--- config.mk ---
export PLATFORM = sky130hd
export DESIGN_NAME = exc_entry_seq
export DESIGN_NICKNAME = d
export VERILOG_FILES = /design/src/rtl/exc_entry_pkg.sv /design/src/rtl/exc_reset_ctl.sv /design/src/rtl/exc_cause_arb.sv /design/src/rtl/exc_entry_table.sv /design/src/rtl/exc_entry_seq.sv
export SDC_FILE = /design/constraint.sdc
export NUM_CORES = 1
export LEC_CHECK = 0
export BUFFER_PORTS_ARGS = -buffer_cell sky130_fd_sc_hd__buf_4
export CORE_MARGIN = 1
export CORE_UTILIZATION = 47
export DETAILED_ROUTE_END_ITERATION = 10
export GPL_ROUTABILITY_DRIVEN = 1
export PLACE_DENSITY_LB_ADDON = 0.08
export RECOVER_POWER = 100
export SLEW_MARGIN = 20
export SYNTH_ARGS = -nofsm -noshare
export SYNTH_HDL_FRONTEND = slang
export SYNTH_SLANG_ARGS = --single-unit
--- constraint.sdc ---
create_clock -name clk -period 2.3 [get_ports clk]
set_input_delay 0.115 -clock clk [delete_from_list [all_inputs] [get_ports clk]]
set_output_delay 0.115 -clock clk [all_outputs]
set_load 0.01 [all_outputs]
--- src/rtl/exc_entry_pkg.sv ---
package exc_entry_pkg;

  typedef enum logic [1:0] {
    MODE_USER = 2'd0,
    MODE_FIQ  = 2'd1,
    MODE_IRQ  = 2'd2,
    MODE_SVC  = 2'd3
  } mode_e;

  // Cause codes double as vector indices (vector = code * 4).
  typedef enum logic [2:0] {
    CS_RESET = 3'd0,
    CS_UNDEF = 3'd1,
    CS_SWI   = 3'd2,
    CS_PABT  = 3'd3,
    CS_DABT  = 3'd4,
    CS_ADDR  = 3'd5,
    CS_IRQ   = 3'd6,
    CS_FIQ   = 3'd7
  } cause_e;

  localparam int NUM_CAUSE = 8;

  // Rank 0 is the strongest cause.
  function automatic cause_e rank_cause(input int rank);
    case (rank)
      0:       return CS_RESET;
      1:       return CS_DABT;
      2:       return CS_ADDR;
      3:       return CS_FIQ;
      4:       return CS_IRQ;
      5:       return CS_PABT;
      6:       return CS_UNDEF;
      default: return CS_SWI;
    endcase
  endfunction

endpackage

--- src/rtl/exc_reset_ctl.sv ---
module exc_reset_ctl (
  input  logic clk,
  input  logic rst_n,
  output logic hold
);
  typedef enum logic {ST_HOLD = 1'b0, ST_RUN = 1'b1} rst_st_e;
  rst_st_e st_q;

  always_ff @(posedge clk or negedge rst_n) begin
    if (!rst_n) st_q <= ST_HOLD;
    else        st_q <= ST_RUN;
  end

  assign hold = (st_q == ST_HOLD);
endmodule

--- src/rtl/exc_cause_arb.sv ---
module exc_cause_arb
  import exc_entry_pkg::*;
#(
  parameter int NC = NUM_CAUSE
) (
  input  logic [NC-1:0] req,
  output logic          any,
  output cause_e        sel
);
  // Walk from weakest to strongest so the strongest active cause remains.
  always_comb begin
    any = 1'b0;
    sel = CS_SWI;
    for (int r = NC - 1; r >= 0; r--) begin
      if (req[int'(rank_cause(r))]) begin
        any = 1'b1;
        sel = rank_cause(r);
      end
    end
  end
endmodule

--- src/rtl/exc_entry_table.sv ---
module exc_entry_table
  import exc_entry_pkg::*;
#(
  parameter int VEC_W = 26
) (
  input  cause_e           cause,
  input  logic             cur_f,
  output mode_e            mode,
  output logic             f_out,
  output logic [VEC_W-1:0] vec
);
  localparam int CODE_W = $bits(cause_e) + 2;

  always_comb begin
    case (cause)
      CS_IRQ:  mode = MODE_IRQ;
      CS_FIQ:  mode = MODE_FIQ;
      default: mode = MODE_SVC;
    endcase
    f_out = (cause == CS_RESET || cause == CS_FIQ) ? 1'b1 : cur_f;
    vec   = VEC_W'(CODE_W'({cause, 2'b00}));
  end
endmodule

--- src/rtl/exc_entry_seq.sv ---
module exc_entry_seq
  import exc_entry_pkg::*;
#(
  parameter int PC_W  = 24,
  parameter int VEC_W = 26
) (
  input  logic              clk,
  input  logic              rst_n,
  input  logic              insn_end,
  input  logic              ev_undef,
  input  logic              ev_swi,
  input  logic              ev_pabt,
  input  logic              ev_dabt,
  input  logic              ev_addr,
  input  logic              irq_req,
  input  logic              fiq_req,
  input  logic [1:0]        cur_mode,
  input  logic              cur_i,
  input  logic              cur_f,
  input  logic [PC_W-1:0]   cur_pc,
  output logic              hold,
  output logic              take,
  output logic              link_we,
  output logic [PC_W+3:0]   link_word,
  output logic [1:0]        new_mode,
  output logic              new_i,
  output logic              new_f,
  output logic [VEC_W-1:0]  vec_addr
);
  localparam int LW = PC_W + 4;

  logic [NUM_CAUSE-1:0] req;
  logic                 any;
  logic                 fire;
  cause_e               win;
  mode_e                tgt_mode;
  logic                 tgt_f;
  logic [VEC_W-1:0]     tgt_vec;
  logic                 boundary;

  exc_reset_ctl u_rst (
    .clk  (clk),
    .rst_n(rst_n),
    .hold (hold)
  );

  assign boundary = insn_end && !hold;

  always_comb begin
    req                = '0;
    req[int'(CS_RESET)] = hold;
    req[int'(CS_UNDEF)] = boundary && ev_undef;
    req[int'(CS_SWI)]   = boundary && ev_swi;
    req[int'(CS_PABT)]  = boundary && ev_pabt;
    req[int'(CS_DABT)]  = boundary && ev_dabt;
    req[int'(CS_ADDR)]  = boundary && ev_addr;
    req[int'(CS_IRQ)]   = boundary && irq_req && !cur_i;
    req[int'(CS_FIQ)]   = boundary && fiq_req && !cur_f;
  end

  exc_cause_arb #(.NC(NUM_CAUSE)) u_arb (
    .req(req),
    .any(any),
    .sel(win)
  );

  exc_entry_table #(.VEC_W(VEC_W)) u_tab (
    .cause(win),
    .cur_f(cur_f),
    .mode (tgt_mode),
    .f_out(tgt_f),
    .vec  (tgt_vec)
  );

  assign fire = any;

  always_ff @(posedge clk or negedge rst_n) begin
    if (!rst_n) begin
      take      <= 1'b0;
      link_we   <= 1'b0;
      link_word <= '0;
      new_mode  <= 2'(MODE_SVC);
      new_i     <= 1'b1;
      new_f     <= 1'b1;
      vec_addr  <= '0;
    end else begin
      take    <= fire;
      link_we <= fire;
      if (fire) begin
        link_word <= LW'({cur_i, cur_f, cur_pc, cur_mode});
        new_mode  <= 2'(tgt_mode);
        new_i     <= 1'b1;
        new_f     <= tgt_f;
        vec_addr  <= tgt_vec;
      end
    end
  end
endmodule

After elaboration in Yosys (flattened, before gate mapping). Cells that the tools add are included.

Word-level logic and storage cells: 40. Output and inout port bits: 61. Register bits after elaboration: 36. Input bits: 38.

Reduce and logical (&&, ||, !) cells: 14. Bitwise logic cells: 1. Multiplexer cells: 17. Eq/ne operators: 2.

Operators with widths (count): two-way mux 3 bit (6); logical AND 1 bit (10); two-way mux 1 bit (9); equality test 3 bit (second input constant) (2); one-hot mux 2 bit (2 select lines) (1); zero test 3 bit (1); zero test 1 bit (2); two-way mux 2 bit (1); logical OR 1 bit (1); NOT 1 bit (1).

Logic depth before layout (Yosys ltp). Gate-level depths: netlist of run 1.

Word-level depth: 12. Gate-level depth with buffers: 7.

By module. From an unflattened synthesis of run 1, not the netlist that was laid out.

Cell total of the unflattened synthesis: 175. Area, all modules: 2662.6 sq um.

Modules (own cells, without submodules): exc_entry_seq (area each 2347.3 sq um, cells each 131, times used 1); exc_entry_table (area each 225.2 sq um, cells each 31, times used 1); exc_cause_arb (area each 57.6 sq um, cells each 10, times used 1); exc_reset_ctl (area each 32.5 sq um, cells each 3, times used 1).

Worst setup path before layout of run 1. No wires, ideal clock.

Path type: register -> register. Start point: reg u_rst.st_q. End point: reg link_word[0]. Clock period less this slack: 1.476 ns. Library setup time: 0.125 ns. Arrival time: 1.351 ns. Path slack: 0.824 ns. Stages on the path, launching flop included: 8. Cell sequence: dfrtp_1 buf_2 nand2_1 a31oi_4 nor2_4 inv_4 buf_6 mux2_4.

Longest elaborated chain between the ends: 10.

Ends and longest elaborated chain: from (decl) (line exc_reset_ctl.sv:7) `rst_st_e st_q;`; from (signal assigned) (line exc_reset_ctl.sv:10) `if (!rst_n) st_q <= ST_HOLD;`; from (signal assigned) (line exc_reset_ctl.sv:11) `else st_q <= ST_RUN;`; logical AND 1 bit (line exc_entry_seq.sv:47) `assign boundary = insn_end && !hold;`; logical AND 1 bit (line exc_entry_seq.sv:53) `req[int'(CS_SWI)] = boundary && ev_swi;`; two-way mux 1 bit (7 in a row) (line exc_cause_arb.sv:15) `if (req[int'(rank_cause(r))]) begin`; two-way mux 1 bit (*) (line exc_cause_arb.sv:15); to (signal assigned) (line exc_entry_seq.sv:90) `link_word <= LW'({cur_i, cur_f, cur_pc, cur_mode});`; to (decl) (line exc_entry_seq.sv:24) `output logic [PC_W+3:0] link_word,`.

Every way passes the cells marked *; elsewhere a longest branch is shown, timed or not. A chain may end at the register's enable or synchronous reset.

Worst setup path after layout of run 1.
Start point: reg u_rst.st_q. End point: reg link_word[24].

The elaborated chain is that of the path after synthesis.

==> results of run 1 <==
path summary, 6_finish.rpt:
kind / start / end / slack [ns] / cells past startpoint
max: u_rst.st_q / link_word[24] / 0.45 / 5
min: cur_pc[10] / link_word[12] / 0.05 / 2
max reg2reg: u_rst.st_q / link_word[24] / 0.45 / 5
min reg2reg: link_word[12] / link_word[12] / 0.48 / 1
max in group asynchronous: rst_n / link_word[7] / 1.27 / 2
min in group asynchronous: rst_n / link_we / 0.49 / 2
metrics by stage:
step | total power, µW | setup WS, ns | cells | hold WS [ns] | cell area [µm²]
finish | 1380 | 0.447 | 247 | 0.0536 | 2090
global route | 1460 | 0.304 | 247 | 0.0467 | 2090
CTS | 1500 | 0.487 | 247 | 0.0589 | 2340
detailed placement | 1050 | 0.491 | 238 | 0.0964 | 2240
global placement | 1050 | 0.542 | 238 | 0.0916 | 2240
floorplan | 923 | 0.824 | 147 | -0.181 | 1850
power breakdown:
part / switching [µW] / internal [µW] / total [µW]
Combinational: 128 / 105 / 233
Sequential: 28.5 / 687 / 716
Clock: 191 / 244 / 435
cells by family (layout without fill, tap and decap cells):
group	Yosys count	after routing	synth area share [%]
other	2	25	0.426
muxes	29	29	23.8
and+or+nand+nor	13	13	4.47
DFF	36	36	51.3
buffers and inverters	33	87	13.8
AOI/OAI and AO/OA	11	11	6.18
sequential cells by signal (all words and copies together) (netlist names):
name,flops
link_we,1
link_word,28
new_f,1
new_mode,2
u_rst.st_q,1
vec_addr,3
routing by layer:
layer  share of wire [%]  wire length (µm)  GRT usage, %  vias to the layer above
met2                  49              1520          28.2                       66
met4                 1.0                31          6.82                        0
met3                 9.0               278          5.62                        6
met1                  41              1260          21.1                      527
li1                    -                 -             -                      524
met5                   0                 0             0                        -
synthesized netlist by cell type, drive strengths merged (2+ instances only):
| library cell | instances |
|---|---|
| inv | 4 |
| o21ai | 2 |
| conb | 2 |
| nand4 | 2 |
| buf | 29 |
| mux2 | 28 |
| nand2 | 3 |
| nand2b | 2 |
| dfrtp | 33 |
| nor2 | 3 |
| dfstp | 3 |
timing repair:
item	CTS	global route
setup endpoints to repair	0	0
hold buffers	1	0
hold endpoints to repair	33	0
cell type report:
class / instances / area [µm²]
Timing Repair Buffer: 75 / 435
Inverter: 4 / 17.5
Clock buffer: 8 / 90.1
Multi-Input combinational cell: 78 / 584
Tap cell: 46 / 57.6
Fill cell: 339 / 1380
Sequential cell: 36 / 905
==> impl_results.md, run 1 <==
* Run status: finished, final reports clean
* Initial Utilization at approximately half
* Crit path cell chain: nand2_1 -> a31oi_1 -> nor2_1 -> inv_4 -> mux2_2
* Worst path slowest cell: dfrtp_1
* Layout cells sized above 1 at 26.9%
* Top delay family on crit path: flip-flops
* Gr usage total at approximately 17%
* Synth cell types at 31
* Vias at about 1100
* Commonest non-fill, non-tap cell in the layout: buf_4
* Post-CTS Setup Inserts at 0
* Crit-path max cell delay at ~0.47 ns
* Flops & latches, synth at 36
* Yosys warning total at 0
* Worst skew pair latency at ~0.27 ns
* Wire length per cell at 12.5 µm
* Largest net degree at the start of global routing at 37
* Setup TNS at 0 ns
* Area leader, netlist: dfrtp_1
* PwrDens at 662 nW/µm²
* Startpoint Class: register
* Clock Pin Slew Worst Setup and Hold Paths at 0.06 ns
* Most frequent cells in the layout: buf_4 (39), clkbuf_1 (36), dfrtp_1 (33), mux2_1 (25), conb_1 (25)
* Chip height at 63.2 µm
* Fmax at 0.540 GHz
* Final nets at 238
* Max Cap Viol at 0
* Rel. slew slack at 43.2%
* H-tree Lvls at 2
* CTS resizes at 0
* Buf+Inv Stages, Crit Path at 1
* Max clock buf depth at 2
* Max-slew violation count at 0
* DRC Markers at 0
* Worst clock skew at 0.00168 ns
* Kind of critical path: reg2reg
* Die width at around 63 µm
* Final setup violation count at 0
* EDFF count, synth at 0
* DP Wirelength at 2.33 mm
* Crit Path Max Fanout at 31
* Sinks on Clock Net at 36
* # rows at 21
* First-pass GRT wire length at around 5.3 mm
* Top-area cell type share of the netlist area at 46.8%
* Gate Count Post-Synth at 124
* GRT Residual Overflow at 0
* RSZ-0062 raised after global routing: false
* CP required at ~2.5 ns
* Largest cells by area after synthesis: dfrtp_1 (47%), mux2_4 (21%), buf_4 (11%)
* Post-Synthesis Mean Instance Area at 14.2 µm²
* Initial antenna violation count at 0
* Ant diodes at 0
* Main synth FF type: dfrtp_1
* Die ar. at approximately 4000 µm²
* Via density at 4.55
* Final ANT Viol Nets at 0
* Peak supply drop at 0.447 mV
* Final period utilization at 80.6%
* Area Overhead vs Synth at 18.5%
* Ports at 99
* Leakage power at 0.000967 µW
* Setup crit end kind: register
* Core area at around 3500 µm²
* Final min period at 1.85 ns
* Sequential fraction of the synthesis area at between 50% and 60%
* TritonRoute pass-1 iters at 4
* Number of global-route vias before repair at 1130
* Final Hold Viols at 0
* Util after Layout at around three fifths
* Root buffer cell: clkbuf_8
* CTS tree: yes
* PortBufs at 74
* Worst Hold Class: in2reg
* Worst-margin pin slew at 0.852 ns
* Ys async rst share at 100%
* Worst endpoint data arrival time at between 2 and 2.5 ns
* Post-synthesis cell area at 1760 µm²
* Detailed router's first-iteration violation count at 40
* Routability Congestion at 0.837
* Num CTS Buffers at 5
* Routed WL at between 3 and 4 mm
(Power assumes the default switching activity.)
==> inputs of run 2 (changes only) <==
--- a/config.mk
+++ b/config.mk
@@ -7,7 +7,7 @@
 export LEC_CHECK = 0
 export BUFFER_PORTS_ARGS = -buffer_cell sky130_fd_sc_hd__buf_4
 export CORE_MARGIN = 1
-export CORE_UTILIZATION = 47
+export CORE_UTILIZATION = 44
 export DETAILED_ROUTE_END_ITERATION = 10
 export GPL_ROUTABILITY_DRIVEN = 1
 export PLACE_DENSITY_LB_ADDON = 0.08
==> constraint.sdc (replaced) <==
create_clock -name clk -period 1.8 [get_ports clk]
set_input_delay 0.09 -clock clk [delete_from_list [all_inputs] [get_ports clk]]
set_output_delay 0.09 -clock clk [all_outputs]
set_load 0.01 [all_outputs]
==> run 2 against run 1 <==
  * Clock skew rose by 0.0053 ns
  * Setup slack got worse by 0.28 ns
  * Sequential share of layout area fell by 1.1 points
  * Critical path depth rose by 1
  * Wire length rose by 0.78%
  * Critical path type unchanged
  * Largest cell class unchanged
  * Utilization fell by 3.0 points
  * Sequential power rose by 28%
  * Non-clock buffer count rose by 3
  * Maximum frequency rose by 13%
  * Via count fell by 0.18%
==> impl_results.md, run 2 (synthesis gave the netlist of run 1 again) <==
* GRT Residual Overflow at 0 (unchanged)
* Final period utilization at 91.0% (+10 points)
* Via density at 4.45 (-2.2%)
* Worst skew pair latency at 0.28 ns (about the same)
* Max clock buf depth at 2 (unchanged)
* Max-slew violation count at 0 (unchanged)
* Wire length per cell at 12.3 µm (-1.2%)
* Peak supply drop at 0.375 mV (-16%)
* Setup crit end kind: register
* RR Startpoint: u_rst.st_q
* CP required at 1.96 ns (-0.50 ns)
* Post-Layout Inst Area at 2140 µm² (+2.5%)
* Max FFs per register at 28 (unchanged)
* Kind of critical path: reg2reg
* Worst endpoint data arrival time at 1.80 ns (-0.21 ns)
* PwrDens at 818 nW/µm² (+24%)
* H-tree Lvls at 2 (unchanged)
* Max Cap Viol at 0 (unchanged)
* Power Total at 1750 µW (+27%)
* Worst R2R Path Depth at 6 (+1)
* Final Hold Viols at 0 (unchanged)
* Top reg by flops: link_word
* Crit Path Max Fanout at 13 (-58%)
* TritonRoute pass-1 iters at 3 (-1)
* PortBufs at 74 (unchanged)
* Final nets at 241 (+1.3%)
* Routability Congestion at 0.759 (-9.4%)
* Ports at 99 (unchanged)
* Area Overhead vs Synth at 21.5%
* Die width at 65.3 µm (+3.2%)
* DP Area at 2270 µm² (+1.7%)
* Worst-margin pin slew at 0.840 ns (-0.0120 ns)
* Gr usage total at 15.6% (-1.6 points)
* Final ANT Viol Nets at 0 (unchanged)
* Clock Pin Slew Worst Setup and Hold Paths at 0.07 ns (about the same)
* WHS at 0.0210 ns (-0.0326 ns)
* Largest net degree at the start of global routing at 37 (unchanged)
* Hold path depth at 2 (unchanged)
* Setup TNS at 0 ns (unchanged)
* Ant diodes at 0 (unchanged)
* Final setup violation count at 0 (unchanged)
* First-pass GRT wire length at 4.87 mm (-7.5%)
* Die ar. at 4260 µm² (+6.6%)
* Leakage power at 0.000989 µW (+2.3%)
* Hold path startpoint: cur_pc[6]
* Worst clock skew at 0.00696 ns (+0.00528 ns)
* Num CTS Buffers at 5 (unchanged)
* DRC Markers at 0 (unchanged)
* Cells after DPL at 243 (+2.1%)
* Final min period at 1.64 ns (-0.216 ns)
* Initial Utilization at 47.1% (-3.7 points)
* Initial antenna violation count at 0 (unchanged)
* Startpoint Class: register
* Most frequent cells in the layout: buf_4 (40), clkbuf_1 (36), dfrtp_1 (33), conb_1 (25), mux2_1 (24)
* FF-to-FF setup slack at 0.16 ns (-0.28 ns)
* # fillers at 386 (+14%)
* RSZ-0062 raised after global routing: false
* DP Wirelength at 2.39 mm (+2.6%)
* Final cell count without fillers at 252 (+2.0%)
* Run status: finished, final reports clean
* Chip height at 65.3 µm (+3.2%)
* Commonest non-fill, non-tap cell in the layout: buf_4
* Top Registers: link_word (28), vec_addr (3), new_mode (2)
* CTS tree: yes
* Root buffer cell: clkbuf_8
* Sinks on Clock Net at 36 (unchanged)
* Detailed router's first-iteration violation count at 26 (-35%)
* Rel. slew slack at 44.0% (+0.80 points)
* Worst Hold Path EP: link_word[8]
* Routed WL at 3.11 mm (+0.78%)
* Fmax at 0.611 GHz (+13%)
* Layout cells sized above 1 at 29.4% (+2.5 points)
* Reg2reg end: link_word[6]
* Core area at 3740 µm² (+7.9%)
* Worst Hold Class: in2reg
* Vias at 1121 (-0.18%)
* # rows at 22 (+4.8%)
* Worst Setup SP: u_rst.st_q
* Number of global-route vias before repair at 1106 (-2.1%)
run 2: changes by cell type in the layout (fill, tap and decap cells not counted), sizes merged:
cell	delta
buf	+2
clkinv	+1
run 2: final cells by class:
class | instances | area [µm²] | area share (%)
multi-input combinational | 78 | 611 | 28.5
tap | 48 | 60.1 | 2.80
sequential | 36 | 905 | 42.2
inverter | 4 | 17.5 | 0.818
clock inverter | 1 | 5.00 | 0.234
timing repair buffer | 78 | 468 | 21.8
clock buffer | 7 | 76.3 | 3.56
run 2: what timing repair did:
item                      CTS  global route
hold endpoints to repair   33             0
hold buffers                1             0
resized for setup           0             0
buffers inserted            0             0
run 2: worst max-delay path, cell delays in order (launching register included):
cell and delay (ns):
dfrtp_1 0.35, clkbuf_1 0.27, nand2_2 0.12, nor2_4 0.17, inv_4 0.11, clkbuf_2 0.16
mux2_1 0.32
run 2: layer usage:
metal	track usage, %	wire length (µm)
met3	6.08	255
met4	6.25	41
met2	26.3	1630
met1	17.7	1180
met5	0	0
run 2: where the power goes:
| part | switching [µW] | total [µW] | internal (µW) |
|---|---|---|---|
| clock network | 255 | 526 | 271 |
| registers | 34.6 | 913 | 878 |
| logic | 168 | 314 | 146 |
| total | 458 | 1750 | 1300 |
run 2: per-stage QoR:
step | utilization, % | setup WS [ns]
global route | 57.2 | 0.0746
floorplan | - | 0.324
detailed placement | 60.7 | 0.219
global placement | 60.7 | 0.256
CTS | 63.2 | 0.207
finish | 57.2 | 0.162
run 2: worst max-delay path by stage:
| stage | to | slack (ns) | cells after the start |
|---|---|---|---|
| after CTS | link_word[22] | 0.21 | 6 |
| final | link_word[6] | 0.16 | 6 |
| after global placement | link_word[20] | 0.26 | 6 |
| after floorplan | link_word[0] | 0.32 | 7 |
| after global routing | link_word[6] | 0.07 | 6 |
| after detailed placement | link_word[22] | 0.22 | 7 |
==> inputs of run 3 (changes only) <==
--- a/config.mk
+++ b/config.mk
@@ -5,7 +5,7 @@
 export SDC_FILE = /design/constraint.sdc
 export NUM_CORES = 1
 export LEC_CHECK = 0
-export BUFFER_PORTS_ARGS = -buffer_cell sky130_fd_sc_hd__buf_4
+export BUFFER_PORTS_ARGS = -buffer_cell sky130_fd_sc_hd__buf_2
 export CORE_MARGIN = 1
 export CORE_UTILIZATION = 44
 export DETAILED_ROUTE_END_ITERATION = 10
==> run 3 against run 2 <==
  * First-iteration DRC count is 42% lower
  * Maximum frequency up 6.4%
  * Total power rose by 1.4%
  * Setup slack improved by 0.098 ns
  * Largest power group unchanged
  * Highest routed layer unchanged
==> impl_results.md, run 3 (synthesis gave the netlist of run 1 again) <==
* DP Wirelength at 2.42 mm (+1.1%)
* GRT Residual Overflow at 0 (unchanged)
* Routability Congestion at 0.782 (+3.0%)
* Startpoint Class: register
* H-tree Lvls at 2 (unchanged)
* Worst-margin pin slew at 0.863 ns (+0.0227 ns)
* Top Registers: link_word (28), vec_addr (3), new_mode (2)
* Layout cells sized above 1 at 29.9% (+0.49 points)
* Final nets at 241 (unchanged)
* Final min period at 1.54 ns (-0.0984 ns)
* CTS tree: yes
* Worst clock skew at 0.00309 ns (-0.00387 ns)
* Worst endpoint data arrival time at 1.69 ns (-0.11 ns)
* Ports at 99 (unchanged)
* Via density at 4.51 (+1.3%)
* Core area at 3740 µm² (unchanged)
* Fmax at 0.650 GHz (+6.4%)
* Final setup violation count at 0 (unchanged)
* Final Hold Viols at 0 (unchanged)
* Most frequent cells in the layout: buf_2 (38), clkbuf_1 (37), dfrtp_1 (33), conb_1 (25), mux2_1 (24)
* Commonest non-fill, non-tap cell in the layout: buf_2
* Run status: finished, final reports clean
* TritonRoute pass-1 iters at 4 (+1)
* CTS resizes at 0 (unchanged)
* Num CTS Buffers at 5 (unchanged)
* Vias at 1136 (+1.3%)
* Worst Hold Class: in2reg
* Leakage power at 0.000960 µW (-3.0%)
* Chip height at 65.3 µm (unchanged)
* Peak supply drop at 0.523 mV (+40%)
* First-pass GRT wire length at 5.15 mm (+5.8%)
* Top reg by flops: link_word
* Kind of critical path: reg2reg
* Detailed router's first-iteration violation count at 15 (-42%)
* # rows at 22 (unchanged)
* Max Cap Viol at 0 (unchanged)
* PwrDens at 865 nW/µm² (+5.7%)
* PortBufs at 74 (unchanged)
* Max FFs per register at 28 (unchanged)
* Worst path slowest cell: dfrtp_1
* DRC Markers at 0 (unchanged)
* Rel. slew slack at 42.5% (-1.5 points)
* Die ar. at 4260 µm² (unchanged)
* CP required at 1.95 ns (about the same)
* Ant diodes at 0 (unchanged)
* Largest net degree at the start of global routing at 37 (unchanged)
* Setup ws final at 0.261 ns (+0.0984 ns)
* Wire length per cell at 12.2 µm (-1.0%)
* RSZ-0062 raised after global routing: false
* Setup TNS at 0 ns (unchanged)
* Crit path cell chain: nand2_1 -> a31oi_4 -> nor2_4 -> inv_4 -> buf_12 -> mux2_1
* Die width at 65.3 µm (unchanged)
* Routed WL at 3.08 mm (-1.0%)
* Sinks on Clock Net at 36 (unchanged)
* Max clock buf depth at 2 (unchanged)
* Worst skew pair latency at 0.28 ns (about the same)
* Number of global-route vias before repair at 1105 (-0.090%)
* Clock Pin Slew Worst Setup and Hold Paths at 0.07 ns (about the same)
* Root buffer cell: clkbuf_8
* Pre-CTS setup slack at 0.223 ns (+0.00442 ns)
* Final ANT Viol Nets at 0 (unchanged)
* Post-CTS Setup Inserts at 0 (unchanged)
* Final period utilization at 85.5% (-5.5 points)
* Initial antenna violation count at 0 (unchanged)
* Crit-path max cell delay at 0.35 ns (about the same)
* Max-slew violation count at 0 (unchanged)
* Setup crit end kind: register
* Area Overhead vs Synth at 16.5%
* Crit Path Max Fanout at 16 (+3)
* Gr usage total at 16.1% (+0.48 points)
* Initial Utilization at 47.1% (unchanged)
[run 3: worst paths after layout]
path | endpoint | startpoint | slack [ns] | cells after the start
max | link_word[16] | u_rst.st_q | 0.26 | 6
min in group asynchronous | link_word[3] | rst_n | 0.46 | 2
max in group asynchronous | link_we | rst_n | 0.80 | 2
min | link_word[10] | cur_pc[8] | 0.03 | 2
max reg2reg | link_word[16] | u_rst.st_q | 0.26 | 6
min reg2reg | link_word[7] | link_word[7] | 0.49 | 1
[run 3: metal layers]
layer | up-vias | part of all wire, % | GRT usage (%)
met1 | 551 | 41 | 20.9
li1 | 527 | - | -
met5 | - | 0 | 0
met3 | 5 | 7.4 | 5.90
met4 | 0 | 0.88 | 4.08
met2 | 53 | 51 | 25.4
[run 3: layout make-up]
class / count / area [µm²]
fillers: 374 / 1690
inverters: 4 / 17.5
clock buffers: 8 / 90.1
well taps: 48 / 60.1
repair buffers: 78 / 372
multi-input cells: 78 / 611
flip-flops and latches: 36 / 905
[run 3: worst max-delay path, delay by kind of cell, from the launching register on]
family / cells / cell delay (ns)
AOI/OAI and AO/OA: 1 / 0.21
DFF: 1 / 0.35
muxes: 1 / 0.34
buffers and inverters: 2 / 0.33
and+or+nand+nor: 2 / 0.18
[run 3: per-stage QoR]
step                      power (µW)  instance area (µm²)  utilization (%)  instances  hold slack (ns)
after floorplan                 1180                 1850                -        147           -0.206
after global placement          1290                 2090             55.8        243            0.210
after detailed placement        1290                 2090             55.8        243            0.216
after CTS                       1880                 2190             58.5        252           0.0305
after global routing            1870                 2050             54.9        252           0.0209
final                           1780                 2050             54.9        252           0.0283
[run 3: what timing repair did]
item,CTS,global route
hold buffers,1,0
endpoints found under the setup margin,0,0
hold endpoints to repair,33,0
[run 3: power breakdown]
part / switching, µW / total (µW) / leakage [µW] / internal (µW)
combinational: 169 / 293 / 0.000497 / 124
clock: 259 / 571 / 0.0000455 / 312
sequential: 35.3 / 914 / 0.000417 / 878
